[src/rtl/sci_irq_vector.sv]
module sci_irq_vector #(
  parameter int BASE_W = 5
) (
  input  logic              clk,
  input  logic              rst,
  input  logic              reg_wr,
  input  logic              reg_sel,
  input  logic [BASE_W+2:0] reg_wdata,
  output logic [BASE_W+2:0] reg_rdata,
  input  logic              ovr_flag,
  input  logic              par_flag,
  input  logic              frm_flag,
  input  logic              brk_flag,
  input  logic              adr_flag,
  input  logic              rxd_flag,
  input  logic              txbuf_empty,
  input  logic              txshift_empty,
  input  logic              rx_eob_pulse,
  input  logic              tx_eob_pulse,
  output logic              irq,
  output logic [BASE_W+2:0] irq_vec
);
  localparam int VEC_W  = BASE_W + 3;
  localparam int MASK_W = 8;

  logic [BASE_W-1:0] base_q;
  logic tx_sel_q, rxeob_q, txeob_q, err_en_q, adr_en_q, brk_en_q, rxd_en_q, txe_en_q;
  logic [3:0] grp;
  logic [1:0] code;
  logic [MASK_W-1:0] mask_word;

  wire wr_vec = reg_wr & ~reg_sel;
  wire wr_msk = reg_wr & reg_sel;

  // vector base has no reset value
  always_ff @(posedge clk)
    if (wr_vec) base_q <= reg_wdata[VEC_W-1:3];

  always_ff @(posedge clk) begin
    if (rst) begin
      tx_sel_q <= 1'b0;
      err_en_q <= 1'b0;
      adr_en_q <= 1'b0;
      brk_en_q <= 1'b0;
      rxd_en_q <= 1'b0;
      txe_en_q <= 1'b0;
    end else if (wr_msk) begin
      tx_sel_q <= reg_wdata[7];
      err_en_q <= reg_wdata[4];
      adr_en_q <= reg_wdata[3];
      brk_en_q <= reg_wdata[2];
      rxd_en_q <= reg_wdata[1];
      txe_en_q <= reg_wdata[0];
    end
  end

  // hardware set wins over a software clear
  always_ff @(posedge clk) begin
    if (rst) begin
      rxeob_q <= 1'b0;
      txeob_q <= 1'b0;
    end else begin
      if (rx_eob_pulse)                  rxeob_q <= 1'b1;
      else if (wr_msk && !reg_wdata[6])  rxeob_q <= 1'b0;
      if (tx_eob_pulse)                  txeob_q <= 1'b1;
      else if (wr_msk && !reg_wdata[5])  txeob_q <= 1'b0;
    end
  end

  wire tx_empty = tx_sel_q ? txbuf_empty : txshift_empty;

  assign grp[0] = err_en_q & (ovr_flag | par_flag | frm_flag);
  assign grp[1] = (adr_en_q & adr_flag) | (brk_en_q & brk_flag);
  assign grp[2] = rxd_en_q & (rxd_flag | rxeob_q);
  assign grp[3] = txe_en_q & (tx_empty | txeob_q);

  always_comb begin
    if      (grp[0]) code = 2'd0;
    else if (grp[1]) code = 2'd1;
    else if (grp[2]) code = 2'd2;
    else if (grp[3]) code = 2'd3;
    else             code = 2'd0;
  end

  assign irq       = |grp;
  assign irq_vec   = {base_q, code, 1'b0};
  assign mask_word = {tx_sel_q, rxeob_q, txeob_q, err_en_q, adr_en_q, brk_en_q, rxd_en_q, txe_en_q};
  assign reg_rdata = reg_sel ? VEC_W'(mask_word) : irq_vec;

  a_r7_rx_eob_sets: assert property (@(posedge clk) disable iff (rst)
    rx_eob_pulse |=> mask_word[6]);
  a_r7_tx_eob_sets: assert property (@(posedge clk) disable iff (rst)
    tx_eob_pulse |=> mask_word[5]);
  a_r7_rx_eob_sticky: assert property (@(posedge clk) disable iff (rst)
    (mask_word[6] && !(wr_msk && !reg_wdata[6])) |=> mask_word[6]);
  a_r1_base_holds: assert property (@(posedge clk) disable iff (rst)
    !wr_vec |=> $stable(irq_vec[VEC_W-1:3]));
  a_r2_error_first: assert property (@(posedge clk) disable iff (rst)
    (mask_word[4] && (ovr_flag || par_flag || frm_flag)) |-> (irq && irq_vec[2:1] == 2'd0));
  a_r5_tx_code_enabled: assert property (@(posedge clk) disable iff (rst)
    (irq && irq_vec[2:1] == 2'd3) |-> mask_word[0]);
endmodule

[config.mk]
export PLATFORM = sky130hd
export DESIGN_NAME = sci_irq_vector
export DESIGN_NICKNAME = d
export VERILOG_FILES = /design/src/rtl/sci_irq_vector.sv
export SDC_FILE = /design/constraint.sdc
export NUM_CORES = 1
export LEC_CHECK = 0
export BUFFER_PORTS_ARGS = -buffer_cell sky130_fd_sc_hd__buf_4
export CORE_MARGIN = 5
export CORE_UTILIZATION = 44
export CTS_CLUSTER_SIZE = 25
export DETAILED_ROUTE_END_ITERATION = 10
export PLACE_DENSITY = 0.81
export SETUP_SLACK_MARGIN = 0.5
export SLEW_MARGIN = 0
export SYNTH_ARGS = -nofsm -noshare
export SYNTH_HDL_FRONTEND = slang
export SYNTH_SLANG_ARGS = --single-unit
[constraint.sdc]
create_clock -name clk -period 2.13 [get_ports clk]
set_input_delay 0 -clock clk [delete_from_list [all_inputs] [get_ports clk]]
set_output_delay 0 -clock clk [all_outputs]
set_load 0.01 [all_outputs]
==> results.tsv <==
stage	metric	value	unit
clock_network	clock_latency	0.27	ns
detailed_routing	dr.pass1.iters	4	
floorplan	rows	13	
detailed_routing	wl_met1	756	um
timing	slew_violations	0	
power_and_ir_drop	power_leakage	0.477	nW
floorplan	die-area	2340	sq um
setup_path	crit_path_end_kind	output pin	
timing	maxSlewHeadroom	66.3	%
synthesis	avgSynthCellArea	9.53	sq um
floorplan	die_h	48.4	um
finish	regArea	310	sq um
synthesis	synth_edf_count	5	
clock_network	cts_tree	yes	
timing	worstMarginPinSlew	0.505	ns
detailed_routing	wl_met3	85	um
global_routing	grt_start_max_net_pins	18	
detailed_routing	drtIter0Drc	9	
timing	hold_viol	0	
synthesis	netlist.area_leader.share	24.7	%
floorplan	die-width	48.4	um
synthesis	syn_area	648	sq um
placement	gp_congestion	0.774	
synthesis	syn-instance-count	68	
placement	io_buffers	37	
timing	max_freq	655	MHz
synthesis	synthArstFlopShare	0	%
setup_path	startpoint_type	register	
hold_path	min_path_type	input port to register	
placement	hpwl	1280	um
synthesis	synth_commonest_cells	nand2_1 (9), a21oi_1 (8), dfxtp_1 (8)	
global_routing	grt_overflow_total	0	
detailed_routing	vias_per_cell	5.12	
timing	setup_violations	0	
finish	fill_cells	100	
timing	fin_crit_sh	71.7	%
clock_network	path_clk_slew	0.08	ns
timing	fin_skew	0	ns
finish	final_core_util	78.1	%
timing	finalSetupTns	0	ns
global_routing	antenna_found_initial	0	
global_routing	grt_pass1_wl	3030	um
synthesis	yosysMostFrequentCell	nand2_1	
synthesis	ys_ff_latch	13	
detailed_routing	routed_wl	1760	um
synthesis	yosys_warnings	0	
clock_network	ctsRootBufferMaster	clkbuf_4	
clock_network	clk_path_buf_depth	2	
synthesis	synth_nets	90	
finish	multi_input_area	300	sq um
detailed_routing	wl_met2	906	um
run	cap_violations	0	
floorplan	initial_utilization	48.0	%
finish	fin_nets	138	
setup_path	crit_fanout	3	
timing	rsz0062_at_grt	no	
synthesis	yosysTopAreaCell	dfxtp_1	
floorplan	core	1350	sq um
setup_path	worstPathRequired	2.13	ns
detailed_routing	drc	0	
detailed_routing	ant_nets	0	
synthesis	ys_top_cells_by_area	dfxtp_1 (25%), edfxtp_1 (23%), mux2_2 (8.7%), a21oi_1 (6.2%), nand3_1 (5.4%)	
synthesis	synth_cell_type_count	26	
finish	insertedDiodeCount	0	
floorplan	io_pins	39	
detailed_routing	routed.top_layer	met4	
clock_network	numCtsBuffers	3	
detailed_routing	wire_per_inst	13.5	um
power_and_ir_drop	irDropWorstVdd	0.598	mV
synthesis	synth_ff_type	dfxtp_1	
finish	syn_to_final_growth	62.7	%
finish	drive_gt1_share	41.7	%
clock_network	h-tree-depth	1	
global_routing	grt_usage	15.4	%
detailed_routing	vias	666	
global_routing	grt_pass1_vias	674	
setup_path	crit_arrival	1.53	ns
power_and_ir_drop	p_per_area	552	nW/um^2
clock_network	clock-sinks	13	
setup_path	path_class	register to output pin	
timing	period_minus_slack	1.53	ns
run_status	status	finished clean	
synthesis	ys_seq_area_share	47.9	%
where the power goes:
group	switching (mW)	internal [mW]	leakage, nW
Sequential	0.0102	0.273	0.113
Combinational	0.0612	0.0872	0.349
Clock	0.0780	0.0724	0.0150
Total	0.149	0.433	0.477
final timing paths:
check | cells past startpoint | slack, ns | to | from
max | 4 | 0.60 | irq | tx_sel_q
min | 3 | 0.05 | rxd_en_q | reg_wr
max reg2reg | 3 | 0.91 | txe_en_q | txe_en_q
min reg2reg | 2 | 0.49 | brk_en_q | brk_en_q
critical path, stage by stage (launching register included):
cell and delay [ns]:
dfxtp_1 0.37, mux2_4 0.32, a211oi_2 0.30, nand3_1 0.11
buf_4 0.16
per-stage QoR:
stage | cells | setup slack [ns] | cell area (sq um) | hold WS, ns | total power, mW
2_1_floorplan | 68 | 1.07 | 648 | 0.0989 | 0.349
3_3_place_gp | 115 | 0.925 | 918 | 0.187 | 0.419
3_5_place_dp | 115 | 0.910 | 918 | 0.188 | 0.422
4_1_cts | 130 | 0.610 | 1050 | 0.0447 | 0.583
5_1_grt | 130 | 0.517 | 1050 | 0.0592 | 0.610
6_report | 130 | 0.604 | 1050 | 0.0498 | 0.582
metal layers:
metal	up-vias	global-route usage, %
li1	335	-
met1	311	19.5
met2	18	26.3
met3	2	1.83
met4	0	5.53
met5	-	0
kinds of logic (layout without fill, tap and decap cells):
kind of cell | count (synthesis) | count (layout) | synth area share (%)
AOI/OAI and AO/OA | 19 | 19 | 19.1
other | 1 | 1 | 0.579
DFF | 13 | 13 | 47.9
muxes | 7 | 7 | 12.5
buffers and inverters | 8 | 55 | 5.79
and+or+nand+nor | 20 | 20 | 14.1
sequential cells by signal, indices dropped and copies added, names as in the netlist:
| name | count |
|---|---|
| adr_en_q | 1 |
| base_q | 5 |
| brk_en_q | 1 |
| err_en_q | 1 |
| rxd_en_q | 1 |
| rxeob_q | 1 |
| tx_sel_q | 1 |
| txe_en_q | 1 |
| txeob_q | 1 |
cell type report:
cell class              instances  share of cell area [%]
repair buffers                 48                    36.8
flip-flops and latches         13                    29.4
multi-input cells              47                    28.5
clock buffers                   4                    2.49
well taps                      15                    1.78
inverters                       3                    1.07
what timing repair did:
action | 4_1_cts | 5_1_grt
buffers inserted | 0 | 0
gates resized for setup | 0 | 0
hold buffers | 11 | 0
endpoints found under the hold margin | 13 | 0
cells in the final DEF, fill, tap and decap left out, types with 2 or more instances in the layout:
cell type,instances
o21ai_0,3
inv_1,3
a21oi_1,8
nand3_1,7
mux2_2,5
buf_4,37
clkbuf_4,3
and2_1,2
dfxtp_1,8
nand2_1,9
edfxtp_1,5
dlygate4sd3_1,11
Note: power is estimated with default switching activity, not from simulation.
